**src/rtl/sdram_init_pkg.sv**
```systemverilog
package sdram_init_pkg;

    // Command pin encoding {cs_n, ras_n, cas_n, we_n}
    typedef enum logic [3:0] {
        CMD_MRS = 4'b0000,
        CMD_REF = 4'b0001,
        CMD_PRE = 4'b0010,
        CMD_NOP = 4'b0111
    } sd_cmd_e;

    typedef enum logic [2:0] {
        ST_PAUSE,
        ST_PRECH,
        ST_TRP_WAIT,
        ST_REFRESH,
        ST_TRFC_WAIT,
        ST_MRS,
        ST_HOLD,
        ST_DONE
    } init_state_e;

    function automatic int imax(input int a, input int b);
        return (a > b) ? a : b;
    endfunction

endpackage

```
**src/rtl/sdram_init_timer.sv**
```systemverilog
module sdram_init_timer #(
    parameter int W       = 8,
    parameter int RST_VAL = 0
) (
    input  logic         clk,
    input  logic         rst_n,
    input  logic         load,
    input  logic [W-1:0] load_val,
    output logic         expired
);
    logic [W-1:0] cnt_q;

    always_ff @(posedge clk) begin
        if (!rst_n)
            cnt_q <= W'(RST_VAL);
        else if (load)
            cnt_q <= load_val;
        else if (cnt_q != '0)
            cnt_q <= cnt_q - 1'b1;
    end

    assign expired = (cnt_q == '0);

    // Once at zero the counter stays there until reloaded
    p_timer_hold_r1: assert property (@(posedge clk) disable iff (!rst_n)
        (expired && !load) |=> expired);

endmodule

```
**src/rtl/sdram_mode_word.sv**
```systemverilog
module sdram_mode_word #(
    parameter int ADDR_W = 12,
    localparam int OPW   = ADDR_W - 7
) (
    input  logic [2:0]        burst_len,
    input  logic              burst_seq,
    input  logic [2:0]        cas_lat,
    input  logic [OPW-1:0]    op_mode,
    output logic [ADDR_W-1:0] word
);
    logic [2:0] cl_legal;

    always_comb begin
        if (cas_lat == 3'd0)
            cl_legal = 3'd1;
        else if (cas_lat > 3'd3)
            cl_legal = 3'd3;
        else
            cl_legal = cas_lat;
    end

    assign word = {op_mode, cl_legal, burst_seq, burst_len};

    always_comb begin
        a_cl_range_r8: assert ((cl_legal >= 3'd1) && (cl_legal <= 3'd3));
    end

endmodule

```
**src/rtl/sdram_init_seq.sv**
```systemverilog
module sdram_init_seq
    import sdram_init_pkg::*;
#(
    parameter int CLK_MHZ     = 200,
    parameter int PAUSE_US    = 100,
    parameter int TRP_CYC     = 3,
    parameter int TRFC_CYC    = 9,
    parameter int NUM_REFRESH = 2,
    parameter int MRS_HOLD    = 2,
    parameter int ADDR_W      = 12,
    parameter int BA_W        = 1
) (
    input  logic                clk,
    input  logic                rst_n,
    input  logic [2:0]          cfg_burst_len,
    input  logic                cfg_burst_seq,
    input  logic [2:0]          cfg_cas_lat,
    input  logic [ADDR_W-8:0]   cfg_op_mode,
    output logic                sd_cs_n,
    output logic                sd_ras_n,
    output logic                sd_cas_n,
    output logic                sd_we_n,
    output logic                sd_cke,
    output logic                sd_dqm,
    output logic [ADDR_W-1:0]   sd_addr,
    output logic [BA_W-1:0]     sd_ba,
    output logic                init_done
);
    localparam int PAUSE_CYC = imax(1, CLK_MHZ * PAUSE_US);
    localparam int TRP_EFF   = imax(1, TRP_CYC);
    localparam int TRFC_EFF  = imax(1, TRFC_CYC);
    localparam int NR_EFF    = imax(2, NUM_REFRESH);
    localparam int HOLD_EFF  = imax(2, MRS_HOLD);
    localparam int MAXD      = imax(imax(PAUSE_CYC, TRP_EFF), imax(TRFC_EFF, HOLD_EFF));
    localparam int TW        = $clog2(MAXD + 1);
    localparam int RW        = $clog2(NR_EFF + 1);
    localparam int AP_BIT    = 10;

    init_state_e       state_q, state_d;
    sd_cmd_e           cmd;
    logic [RW-1:0]     ref_q;
    logic              tmr_load, tmr_zero;
    logic [TW-1:0]     tmr_val;
    logic [ADDR_W-1:0] mode_word;

    sdram_init_timer #(.W(TW), .RST_VAL(PAUSE_CYC - 1)) u_timer (
        .clk      (clk),
        .rst_n    (rst_n),
        .load     (tmr_load),
        .load_val (tmr_val),
        .expired  (tmr_zero)
    );

    sdram_mode_word #(.ADDR_W(ADDR_W)) u_mode (
        .burst_len (cfg_burst_len),
        .burst_seq (cfg_burst_seq),
        .cas_lat   (cfg_cas_lat),
        .op_mode   (cfg_op_mode),
        .word      (mode_word)
    );

    // Next-state logic
    always_comb begin
        state_d = state_q;
        unique case (state_q)
            ST_PAUSE:     if (tmr_zero) state_d = ST_PRECH;
            ST_PRECH:     state_d = ST_TRP_WAIT;
            ST_TRP_WAIT:  if (tmr_zero) state_d = ST_REFRESH;
            ST_REFRESH:   state_d = ST_TRFC_WAIT;
            ST_TRFC_WAIT: if (tmr_zero)
                              state_d = (ref_q == RW'(NR_EFF)) ? ST_MRS : ST_REFRESH;
            ST_MRS:       state_d = ST_HOLD;
            ST_HOLD:      if (tmr_zero) state_d = ST_DONE;
            ST_DONE:      state_d = ST_DONE;
            default:      state_d = ST_PAUSE;
        endcase
    end

    // Timer reload on every state change
    always_comb begin
        tmr_load = (state_d != state_q);
        unique case (state_d)
            ST_TRP_WAIT:  tmr_val = TW'(TRP_EFF - 1);
            ST_TRFC_WAIT: tmr_val = TW'(TRFC_EFF - 1);
            ST_HOLD:      tmr_val = TW'(HOLD_EFF - 1);
            default:      tmr_val = '0;
        endcase
    end

    // State register
    always_ff @(posedge clk) begin
        if (!rst_n)
            state_q <= ST_PAUSE;
        else
            state_q <= state_d;
    end

    // Refresh tally
    always_ff @(posedge clk) begin
        if (!rst_n)
            ref_q <= '0;
        else if (state_q == ST_REFRESH)
            ref_q <= ref_q + 1'b1;
    end

    // Output decode
    always_comb begin
        cmd       = CMD_NOP;
        sd_addr   = '0;
        sd_ba     = '0;
        sd_cke    = 1'b1;
        sd_dqm    = 1'b1;
        init_done = 1'b0;
        unique case (state_q)
            ST_PAUSE:   sd_cke = tmr_zero;
            ST_PRECH: begin
                cmd             = CMD_PRE;
                sd_addr[AP_BIT] = 1'b1;
            end
            ST_REFRESH: cmd = CMD_REF;
            ST_MRS: begin
                cmd     = CMD_MRS;
                sd_addr = mode_word;
            end
            ST_DONE: begin
                sd_dqm    = 1'b0;
                init_done = 1'b1;
            end
            default: ;
        endcase
    end

    assign {sd_cs_n, sd_ras_n, sd_cas_n, sd_we_n} = cmd;

    // ---------------- pin-level checking ----------------
    logic [3:0]    pins;
    logic          pre_seen_q;
    logic [RW-1:0] obs_ref_q;

    assign pins = {sd_cs_n, sd_ras_n, sd_cas_n, sd_we_n};

    always_ff @(posedge clk) begin
        if (!rst_n) begin
            pre_seen_q <= 1'b0;
            obs_ref_q  <= '0;
        end else begin
            if (pins == 4'b0010) pre_seen_q <= 1'b1;
            if (pins == 4'b0001 && obs_ref_q != RW'(NR_EFF)) obs_ref_q <= obs_ref_q + 1'b1;
        end
    end

    p_mask_in_pause_r2: assert property (@(posedge clk) disable iff (!rst_n)
        !sd_cke |-> sd_dqm);

    p_refresh_after_pre_r3: assert property (@(posedge clk) disable iff (!rst_n)
        (pins == 4'b0001) |-> pre_seen_q);

    p_refresh_count_r4: assert property (@(posedge clk) disable iff (!rst_n)
        (pins == 4'b0000) |-> (obs_ref_q == RW'(NR_EFF)));

    p_cke_before_mrs_r5: assert property (@(posedge clk) disable iff (!rst_n)
        (pins == 4'b0000) |-> $past(sd_cke));

    p_cl_legal_r8: assert property (@(posedge clk) disable iff (!rst_n)
        (pins == 4'b0000) |-> (sd_addr[6:4] != 3'd0 && sd_addr[6:4] <= 3'd3));

    p_hold_one_r9: assert property (@(posedge clk) disable iff (!rst_n)
        (pins == 4'b0000) |=> (pins == 4'b0111 && !init_done));

    p_hold_two_r9: assert property (@(posedge clk) disable iff (!rst_n)
        $past(pins == 4'b0000, 2) |-> (pins == 4'b0111 && !init_done));

    p_done_sticky_r9: assert property (@(posedge clk) disable iff (!rst_n)
        init_done |=> (init_done && pins == 4'b0111));

endmodule

```
**config.mk**
```make
export PLATFORM = sky130hd
export DESIGN_NAME = sdram_init_seq
export DESIGN_NICKNAME = d
export VERILOG_FILES = /design/src/rtl/sdram_init_pkg.sv /design/src/rtl/sdram_init_timer.sv /design/src/rtl/sdram_mode_word.sv /design/src/rtl/sdram_init_seq.sv
export SDC_FILE = /design/constraint.sdc
export NUM_CORES = 1
export LEC_CHECK = 0
export BUFFER_PORTS_ARGS = -buffer_cell sky130_fd_sc_hd__buf_2
export CAP_MARGIN = 0
export CORE_AREA = 2 2 56 58
export DETAILED_ROUTE_END_ITERATION = 6
export DIE_AREA = 0 0 58 60
export PLACE_DENSITY = 0.67
export SYNTH_ARGS = -nofsm -noshare
export SYNTH_HDL_FRONTEND = slang
export SYNTH_SLANG_ARGS = --single-unit
```
**constraint.sdc**
```tcl
create_clock -name clk -period 2.48 [get_ports clk]
set_clock_uncertainty 0.1 [all_clocks]
set_input_delay 0.248 -clock clk [delete_from_list [all_inputs] [get_ports clk]]
set_output_delay 0.248 -clock clk [all_outputs]
set_load 0.02 [all_outputs]
```
# [Word-level counts from Yosys, hierarchy flattened]
# Cells that the tools add are included.
[word_totals] memories=0 ramBits=0 latch_bits=0 regBits=20 mem_bits_ro=0 word_cells=41
[classes] n_eq_ne=12 magnitude_cmp=1 bitwise=0 mul=0 n_shift=0 div=0 reduce_logical=5 n_mux=18 n_addsub=2
[op_table] operator="15-bit 2-to-1 mux" count=2
[op_table] operator="3-bit case mux with 8 select lines" count=1
[op_table] operator="3-bit 2-to-1 mux" count=7
[op_table] operator="3-bit equality test, second input constant" count=6
[op_table] operator="15-bit logical NOT" count=1
[op_table] operator="15-bit nonzero test" count=1
[op_table] operator="15-bit by 1-bit subtractor with 15-bit output, second input constant" count=1
[op_table] operator="4-bit case mux with 3 select lines" count=1
[op_table] operator="10-bit 2-to-1 mux" count=1
[op_table] operator="3-bit by 2-bit equality test with 1-bit output, second input constant" count=3
[op_table] operator="3-bit case mux with 3 select lines" count=1
[op_table] operator="3-bit logical NOT" count=2
[op_table] operator="1-bit 2-to-1 mux" count=4
[op_table] operator="3-bit by 1-bit equality test with 1-bit output, second input constant" count=1
[op_table] operator="3-bit by 2-bit > comparator with 1-bit output, second input constant" count=1
[op_table] operator="3-bit != test" count=1
[op_table] operator="2-bit by 1-bit adder with 2-bit output, second input constant" count=1
[op_table] operator="2-bit equality test, second input constant" count=1
[op_table] operator="1-bit case mux with 2 select lines" count=1
[op_table] operator="2-bit nonzero test" count=1

# [Logic depth before layout (Yosys ltp)]
# Gate-level depths: netlist (run 1).
[depth] word_depth=7 mapped_depth=8 mapped_depth_nobuf=7

# [By module]
# A second synthesis (run 1) with hierarchy kept.
[unflattened] hier_cells=184 hier_area_um2=1442.6
[by_module_without_submodules] mod="sdram_init_timer" cells_each=112 area_per_inst_um2=882.1 instances=1
[by_module_without_submodules] mod="sdram_init_seq" cells_each=59 area_per_inst_um2=466.7 instances=1
[by_module_without_submodules] mod="sdram_mode_word" cells_each=13 area_per_inst_um2=93.8 instances=1

# [Least setup slack after synthesis (run 1)]
# OpenSTA, ideal clock, no wires.
[synth_path] path_type="register to register" from="register state_q[0]" to="register u_timer.cnt_q[10]" t_arrival_ps=1961 synth_period_minus_slack_ps=2194 setup_time_ps=134 setup_slack_ps=286 path_stages_with_launch=8 path_cell_list="dfxtp_1 inv_1 nor2_1 inv_1 nor3_1 nor2_1 xnor2_1 o21ai_1"
[synth_between] elab_chain_cells=4 word_cells_on_any_way=16 cone_classes="eq/ne: 8; mux: 6; reduce/logical: 2"
[synth_lines] element="start, declared" line="sdram_init_seq.sv:39" source="init_state_e state_q, state_d;"
[synth_lines] element="start signal, assigned" line="sdram_init_seq.sv:95" source="state_q <= state_d;"
[synth_lines] element="3-bit equality test, or another cell as far along" line="sdram_init_seq.sv:65" source="unique case (state_q)"
[synth_lines] element="3-bit case mux with 8 select lines" line="sdram_init_seq.sv:65"
[synth_lines] element="3-bit != test *" line="sdram_init_seq.sv:81" source="tmr_load = (state_d != state_q);"
[synth_lines] element="15-bit 2-to-1 mux or 2-bit nonzero test (tied branches)"
[synth_lines] element="end signal, assigned" line="sdram_init_timer.sv:15" source="cnt_q <= W'(RST_VAL);"
[synth_lines] element="end signal, assigned" line="sdram_init_timer.sv:17" source="cnt_q <= load_val;"
[synth_lines] element="end signal, assigned" line="sdram_init_timer.sv:19" source="cnt_q <= cnt_q - 1'b1;"
[synth_lines] element="end, declared" line="sdram_init_timer.sv:11" source="logic [W-1:0] cnt_q;"
# Mark *: on every way between the ends. The rest lies on a longest branch, timed or not.
# A chain may end at the register's enable or synchronous reset.

# [Worst setup path after layout (run 1)]
[layout_path] from="register u_timer.cnt_q[0]" to="output sd_cke"
[layout_between] elab_chain_cells=2
[layout_lines] element="15-bit logical NOT" line="sdram_init_timer.sv:22" source="assign expired = (cnt_q == '0);"
[layout_lines] element="1-bit 2-to-1 mux" line="sdram_init_seq.sv:114" source="unique case (state_q)"
[layout_lines] element="end, declared" line="sdram_init_seq.sv:23" source="output logic sd_cke,"
# Every way passes these cells.

==> results of run 1 <==
[worst paths after layout]
| check | slack, ps | cells past startpoint | from | endpoint |
|---|---|---|---|---|
| worst max-delay path | 140 | 7 | u_timer.cnt_q[0] | sd_cke |
| worst min-delay path | 160 | 2 | rst_n | u_timer.cnt_q[1] |
| worst max register to register | 320 | 8 | u_timer.cnt_q[0] | u_timer.cnt_q[1] |
| worst min register to register | 420 | 2 | ref_q[1] | ref_q[1] |
[area by class of cell]
cell class                 count  area, um2  area share, %
clock buffer                   4       36.3           2.55
inverter                       8       30.0           2.11
multi-input combinational    108        721           50.6
sequential                    20        400           28.1
tap                           33       41.3           2.90
timing repair buffer          36        195           13.7
[what timing repair did]
| action | CTS | global route |
|---|---|---|
| gates resized for setup | 0 | 1 |
| setup buffers | 0 | 5 |
| setup endpoints to repair | 0 | 1 |
[kinds of logic after synthesis]
family	count (synthesis)	synth area share (%)
and+or+nand+nor	62	29.7
other	1	0.314
xor gates and xnor gates	8	5.86
buffers and inverters	17	7.11
muxes	3	2.62
AOI/OAI and AO/OA	30	18.8
adders and majority gates	2	2.09
DFF	20	33.5
[per-layer routing]
| metal | up-vias | track usage (%) | routed length [um] |
|---|---|---|---|
| met1 | 523 | 19.9 | 1210 |
| met3 | 2 | 2.38 | 148 |
| met2 | 36 | 26.8 | 1200 |
| li1 | 567 | - | - |
| met4 | 0 | 5.98 | 25 |
| met5 | - | 0 | 0 |
[synthesized netlist by cell type (all sizes together) (2+ instances only)]
library cell,number,area (um2)
a21oi,6,45.1
nor3,6,52.6
nor2,21,86.3
dfxtp,20,400
o31ai,2,20.0
nor4,3,18.8
buf,6,43.8
ha,2,25.0
o21ai,12,71.3
nor3b,3,22.5
nand2,9,36.3
or4,4,33.8
inv,8,30.0
and3,8,50.1
xnor2,7,61.3
a211oi,5,37.5
clkbuf,3,11.3
mux2i,2,20.0
or3,3,20.0
[worst max-delay path, cell delays in order (launching register included)]
cell	delay, ps
dfxtp_1	360
inv_1	60
ha_1	180
or3b_4	430
nor3_4	340
a21oi_4	100
nand2_1	80
buf_2	160
[flip-flops by register name (all words and copies together) (netlist names)]
name / count
ref_q: 2
state_q: 3
u_timer.cnt_q: 15
[per-stage QoR]
step	hold slack, ps	util (%)	cells	setup slack (ps)
after floorplan	270	-	145	286
after global placement	392	46.4	200	424
after detailed placement	413	46.4	200	353
after CTS	152	47.7	204	24.1
after global routing	162	49.1	209	11.9
final	160	49.1	209	140
[power groups by stage]
stage | clock, W | combinational, W | sequential [W]
2_1_floorplan | 0 | 0.0000257 | 0.000336
3_3_place_gp | 0 | 0.0000349 | 0.000336
3_5_place_dp | 0 | 0.0000358 | 0.000337
4_1_cts | 0.000196 | 0.0000361 | 0.000329
5_1_grt | 0.000208 | 0.0000406 | 0.000331
6_report | 0.000190 | 0.0000359 | 0.000330
==> results by group, run 1 <==
Status
  • Status: finished, final reports clean

Cells and area
  • Commonest non-fill, non-tap cells in the layout: buf_2, nor2_1, dfxtp_1
  • # fillers: 273
  • Layout area overhead: 19.0%
  • Share of cells above drive strength 1: 31.3%
  • Post-route cell area: 1420 um2
  • # nets final: ~190
  • # diodes: 0
  • Most common cell after layout, fill and taps aside: buf_2

Placed design
  • Post-DP HPWL: 1980 um
  • Area after detailed placement: ~1300 um2
  • Port buffer count: 30
  • Placer Congestion: around 0.76

Global routing
  • Total grt overflow: 0
  • Vias in the first global route: 1011
  • Largest net degree at the start of global routing: 18
  • Initial antenna violation count: 0
  • GRT Total Usage: around 16%
  • First-pass GRT wire length: approximately 4300 um

Clocking
  • Hold-fix buffers at CTS: 0
  • Sink Count: 20
  • CTS root buf: clkbuf_4
  • TritonCTS clock tree: done
  • Clk_lat worst skew: around 300 ps
  • Max clock buf depth: 2
  • TritonCTS Buffers: 3
  • Htree depth: 1
  • Clock transition at path regs: 120 ps

Floorplanning
  • Rows: 20
  • Core area: between 2000 and 3000 um2
  • DIE AREA: about 3500 um2
  • Die Y: around 60 um
  • Io pins: 34
  • Initial Utilization: around two fifths
  • Die Wd: roughly 58 um

Critical path
  • CP Launch Type: flop
  • Worst setup path class: flop to primary output
  • CP arrival: between 1500 and 2000 ps
  • Worst endpoint required time: around 2100 ps
  • Crit end category: primary output
  • Maximum fanout along the worst path: 7

Synth
  • Yosys reg bits: 20
  • Post-synthesis sequential area ratio: between 30% and 40%
  • Ys flop type: dfxtp_1
  • Ys async rst share: 0%
  • Synthesized area: approximately 1200 um2
  • Avg Inst Size Synth: approximately 8.4 um2
  • Post-synthesis cell count: 143
  • Synth unique cells: 44
  • Number of flops mapped to enable cells by yosys: 0
  • Synth Warn #: 0

Timing
  • Final period util: approximately 94%
  • Normalized max-slew margin: around 62%
  • Fmax: 0.427 GHz
  • Slew @ Worst Pin: 552 ps
  • Setup repair after global routing missed its margin: no
  • Finish-stage setup viols: 0
  • Tmin final: 2340 ps
  • Pins Over Slew Limit: 0
  • Hold Vio Cnt, Final: 0
  • TNS Setup: 0 ps

Power and ir drop
  • Power density cells: approximately 390 nW/um2
  • Sw power: approximately 0.00012 W
  • Leak: slightly above 0.6 nW
  • Sw frac: ~22%
  • Reg power frac: about three fifths
  • Comb power frac: under 10%
  • Total power: between 0.0005 and 0.0006 W
  • Int Pwr: between 0.0004 and 0.0005 W
  • Peak supply drop: roughly 0.25 mV
  • Clock network power share: 34.2%

Min path
  • HP Class: input port to flop

Route
  • Total number of vias: around 1100
  • Number of vias per cell: ~5.4
  • Total Wirelength: about 2600 um
  • DRC: 0
  • DR pass1 iterations: 4
  • Routed len/inst: around 12 um
  • Starting DRT DRC Count: 37
  • Post-route ant nets: 0

Run
  • Max-cap violations: 0
Note: power is estimated with default switching activity, not from simulation.
==> run 2: changes to the inputs <==
Clock period 2.48 ns to 2.8 ns, I/O delays scaled along.
==> run 2 against run 1 <==
Compared with the run above: global-route usage up 0.89 points; largest cell class unchanged; clock power is 28% lower; hold slack better by 51 ps; total power shrank 17%; non-clock buffer count is 5 lower; sequential power down 12%; critical endpoint unchanged; critical path depth stayed put.
==> results by group, run 2 (synthesis results as in run 1) <==
Floorplanning
  • Initial Utilization: between 40% and 50%
  • Io pins: 34
  • Rows: 20
  • Die Wd: just under 60 um
  • Die Y: roughly 60 um
  • Core area: 2900 um2
  • DIE AREA: about 3500 um2

Power and ir drop
  • Peak supply drop: roughly 0.17 mV
  • Leak: around 0.57 nW
  • Total power: between 0.0004 and 0.0005 W
  • Power density cells: approximately 340 nW/um2

Run
  • Max-cap violations: 0

Clocking
  • Htree depth: 1
  • Clk_lat worst skew: roughly 290 ps
  • Hold-fix buffers at CTS: 0
  • TritonCTS Buffers: 3
  • Clock transition at path regs: 110 ps
  • CTS resizes: 0
  • TritonCTS clock tree: done
  • Max clock buf depth: 2
  • Setup bufs post-CTS: 0
  • Sink Count: 20
  • CTS root buf: clkbuf_4

Cells and area
  • Share of cells above drive strength 1: ~28%
  • # diodes: 0
  • Biggest regs: u_timer.cnt_q x15, state_q x3, ref_q x2
  • Commonest non-fill, non-tap cells in the layout: buf_2, nor2_1, dfxtp_1
  • Fin cells: approximately 200
  • Top reg by flops: u_timer.cnt_q
  • # fillers: just under 300
  • Most common cell after layout, fill and taps aside: buf_2
  • # nets final: between 150 and 200
  • Post-route cell area: roughly 1400 um2
  • Max reg flops: 15
  • Layout area overhead: 14.5%

Min path
  • HP Class: input port to flop

Timing
  • Setup repair after global routing missed its margin: no
  • Hold Vio Cnt, Final: 0
  • Finish-stage setup viols: 0
  • TNS Setup: 0 ps
  • Worst hold slack: between 200 and 250 ps
  • Tmin final: approximately 2500 ps
  • Slew @ Worst Pin: around 520 ps
  • Pins Over Slew Limit: 0
  • Final period util: about 89%
  • Normalized max-slew margin: between 60% and 70%
  • Fmax: 0.402 GHz

Global routing
  • Total grt overflow: 0
  • GRT Total Usage: 16.6%
  • Initial antenna violation count: 0
  • Largest net degree at the start of global routing: 18
  • First-pass GRT wire length: 4560 um
  • Vias in the first global route: 1032

Route
  • Post-route ant nets: 0
  • Total Wirelength: between 2000 and 3000 um
  • Total number of vias: approximately 1100
  • DRC: 0
  • Routed len/inst: 12.9 um
  • Starting DRT DRC Count: 42
  • DR pass1 iterations: 4
  • Number of vias per cell: around 5.3

Status
  • Status: finished, final reports clean

Critical path
  • Worst endpoint required time: approximately 2400 ps
  • Maximum fanout along the worst path: 8
  • Worst setup path class: flop to primary output
  • CP arrival: around 2100 ps
  • Crit end category: primary output
  • CP Launch Type: flop

Placed design
  • Post-Place Cells: 200
  • Port buffer count: 30
  • Post-DP HPWL: about 2000 um
  • Area after detailed placement: about 1300 um2
  • Placer Congestion: 0.759
## run 2: cell types whose count changed in the layout (fill, tap and decap cells not counted)
cell,change
buf_4,-5
clkbuf_8,-1
or3b_1,+1
or3b_4,-1
## run 2: path summary, 6_finish.rpt
kind,from,to,depth (start not counted),slack (ps)
setup / recovery,u_timer.cnt_q[0],sd_cke,7,310
hold / removal,rst_n,u_timer.cnt_q[1],2,210
setup reg to reg,u_timer.cnt_q[0],u_timer.cnt_q[1],7,660
hold reg to reg,ref_q[1],ref_q[1],2,410
## run 2: where the power goes
group	switching (W)	leakage (nW)	internal [W]
Sequential	0.00000389	0.162	0.000288
Clock	0.0000863	0.0138	0.0000500
Combinational	0.0000172	0.399	0.0000150
## run 2: cell type report
type / count / area [um2] / area share [%]
Multi-Input combinational cell: 108 / 718 / 52.4
Sequential cell: 20 / 400 / 29.2
Timing Repair Buffer: 31 / 158 / 11.5
Tap cell: 33 / 41.3 / 3.01
Inverter: 8 / 30.0 / 2.19
Clock buffer: 3 / 22.5 / 1.64
## run 2: routing by layer
layer	routed length [um]	GRT usage [%]	share of wire, %
met3	127	2.38	4.8
met5	0	0	0
met2	1190	28.1	46
met1	1270	21.8	49
met4	25	4.98	0.95
## run 2: worst max-delay path, cell delays in order (launching register included)
cell	delay, ps
dfxtp_1	360
inv_1	70
ha_1	170
or3b_1	440
nor3_4	380
a21oi_4	140
nand2_1	100
buf_2	160
## run 2: metrics by stage
stage	setup WS, ps	utilization (%)
after global routing	151	47.2
after CTS	302	47.2
after detailed placement	655	46.4
after global placement	711	46.4
final	314	47.2
after floorplan	606	-
==> run 3: changes to the inputs <==
Settings changed: ABC_AREA from default to 1, CORE_AREA 2 2 56 58 to 2 2 59 61, DIE_AREA 0 0 58 60 to 0 0 61 63, PLACE_DENSITY 0.67 to 0.66.
==> run 3 against run 2 <==
Compared with the run above: register-to-register slack better by 240 ps; area after synthesis up 10%; hold slack worse by 56 ps; cell count up 40%; synthesized cell count up 46%; routed wire length up 8.4%; non-clock buffer count down 1; critical path type unchanged; largest power group unchanged.
==> results by group, run 3 <==
Synth
  • Ys flop type: dfxtp_1
  • Top cells by area, synth: dfxtp_1, nand2_1, nor2_1
  • Ys async rst share: 0%
  • Synth unique cells: 25
  • Post-synthesis sequential area ratio: 30.3%
  • Count leader, synth: nand2_1
  • Yosys reg bits: 20
  • Synthesized area: 1320 um2
  • Post-synthesis cell count: around 210
  • Synth top cells by count: nand2_1, nor2_1, inv_1
  • Top-area cell type share of the netlist area: between 30% and 40%
  • Synth Warn #: 0
  • Number of flops mapped to enable cells by yosys: 0
  • Area leader, netlist: dfxtp_1
  • Avg Inst Size Synth: approximately 6.3 um2

Timing
  • Tmin final: roughly 2100 ps
  • Finish-stage setup viols: 0
  • Setup repair after global routing missed its margin: no
  • TNS Setup: 0 ps
  • Fmax: between 0.4 and 0.5 GHz
  • Pins Over Slew Limit: 0
  • Slack of the critical path: between 600 and 700 ps
  • Hold Vio Cnt, Final: 0
  • Final period util: about three quarters

Cells and area
  • Top reg by flops: u_timer.cnt_q
  • Most common cell after layout, fill and taps aside: nand2_1
  • # fillers: roughly 350
  • # nets final: approximately 260
  • Share of cells above drive strength 1: 20.2%
  • Biggest regs: u_timer.cnt_q x15, state_q x3, ref_q x2
  • Commonest non-fill, non-tap cells in the layout: nand2_1, nor2_1, inv_1
  • # diodes: 0
  • Layout area overhead: 16.8%
  • Post-route cell area: 1540 um2
  • Max reg flops: 15

Critical path
  • Slowest CP cell: dfxtp_1
  • Reg-to-reg endpoint: u_timer.cnt_q[3]
  • Crit end category: primary output
  • Worst endpoint required time: ~2400 ps
  • Reg2Reg Depth: 9
  • Worst setup path class: flop to primary output
  • Worst setup startpoint: u_timer.cnt_q[0]
  • Delay of the slowest critical-path stage: 370 ps
  • Critical R2R Launch: u_timer.cnt_q[0]
  • CP cell instances: inv_1, ha_1, nand2_2, nor2_2, nand2_4, nand3_1, buf_2
  • Reg2reg setup slack: 900 ps
  • CP arrival: approximately 1700 ps
  • Maximum fanout along the worst path: 6
  • Critical path endpoint: sd_cke
  • CP Launch Type: flop

Clocking
  • Setup bufs post-CTS: 0
  • TritonCTS Buffers: 3
  • Hold-fix buffers at CTS: 0
  • CTS root buf: clkbuf_4
  • Max clock buf depth: 2
  • Clk_lat worst skew: just over 300 ps
  • CTS resizes: 0
  • Htree depth: 1
  • Clock transition at path regs: 120 ps
  • Sink Count: 20
  • TritonCTS clock tree: done

Global routing
  • Largest net degree at the start of global routing: 19
  • Vias in the first global route: roughly 1200
  • Total grt overflow: 0
  • First-pass GRT wire length: about 5000 um
  • Initial antenna violation count: 0
  • GRT Total Usage: about 17%

Route
  • Number of vias per cell: ~4.6
  • Post-route ant nets: 0
  • DRC: 0
  • DR pass1 iterations: 4
  • Total number of vias: 1297
  • Routed len/inst: around 10 um
  • Starting DRT DRC Count: roughly 40
  • Total Wirelength: 2840 um

Placed design
  • Placer Congestion: approximately 0.92
  • Area after detailed placement: around 1500 um2
  • Post-DP HPWL: ~2200 um
  • Port buffer count: 30
  • Pre-CTS WS: 934 ps

Floorplanning
  • DIE AREA: around 3800 um2
  • Rows: 21
  • Core area: between 3000 and 4000 um2
  • Initial Utilization: around 41%
  • Die Y: about 63 um
  • Die Wd: between 60 and 70 um
  • Io pins: 34

Status
  • Status: finished, final reports clean

Min path
  • HP Class: input port to flop
  • Hold Startpoint: rst_n

Power and ir drop
  • Power density cells: approximately 370 nW/um2
  • Peak supply drop: between 0.2 and 0.25 mV
  • Leak: approximately 0.84 nW
  • Total power: 0.000565 W

Run
  • Max-cap violations: 0
[run 3: cell types whose count changed in the layout (fill, tap and decap cells not counted), moves of 4 or more]
cell      before  now
nand2_4        0    4
inv_1          8   36
nor2_1        20   39
o21ai_1        7    0
xnor2_1        7    1
nand3_1        1   20
and3_1         8    0
nand4_1        0    8
a211oi_1       5    0
nand2_1        8   43
[run 3: critical path: cells and delay by family (launching register included)]
family | cells | cell delay (ps)
simple gates | 4 | 470
flops | 1 | 370
buf+inv | 2 | 290
fa+ha+maj | 1 | 290
[run 3: power breakdown]
part	switching, W	internal [W]
clock	0.0000934	0.000145
sequential	0.00000355	0.000288
combinational	0.0000204	0.0000146
[run 3: routing by layer]
metal,vias to the layer above,part of all wire [%],track usage (%)
met3,2,3.9,4.97
met2,21,46,27.3
met1,574,50,21.5
met5,-,0,0
met4,0,0.46,2.45
li1,700,-,-
[run 3: how the worst min path moves through the flow]
stage	slack, ps	depth (start not counted)	to
final	160	2	u_timer.cnt_q[14]
after CTS	150	2	u_timer.cnt_q[2]
after global routing	150	2	u_timer.cnt_q[4]
after detailed placement	340	1	ref_q[0]
after floorplan	320	1	ref_q[0]
after global placement	340	1	ref_q[0]
[run 3: logic make-up (layout without fill, tap and decap cells)]
kind of cell    after synthesis  after routing  synth area share, %
other cells                   1              3                0.284
simple gates                128            128                 46.7
compound gates               11             11                 4.45
fa+ha+maj                     2              2                 1.89
xor+xnor                      4              4                 2.65
flops                        20             20                 30.3
buf+inv                      43             70                 13.7
[run 3: final cells by class]
type / count / area (um2) / share of cell area [%]
flip-flops and latches: 20 / 400 / 26.0
clock buffers: 3 / 22.5 / 1.46
clock inverters: 1 / 30.0 / 1.95
inverters: 36 / 135 / 8.76
multi-input cells: 148 / 747 / 48.4
well taps: 46 / 57.6 / 3.73
repair buffers: 30 / 150 / 9.73
[run 3: stage by stage]
stage,hold slack (ps),std cells,util [%]
after floorplan,323,211,-
after global placement,337,280,46.1
after detailed placement,344,280,46.1
after CTS,147,284,47.7
after global routing,151,284,47.7
final,156,284,47.7
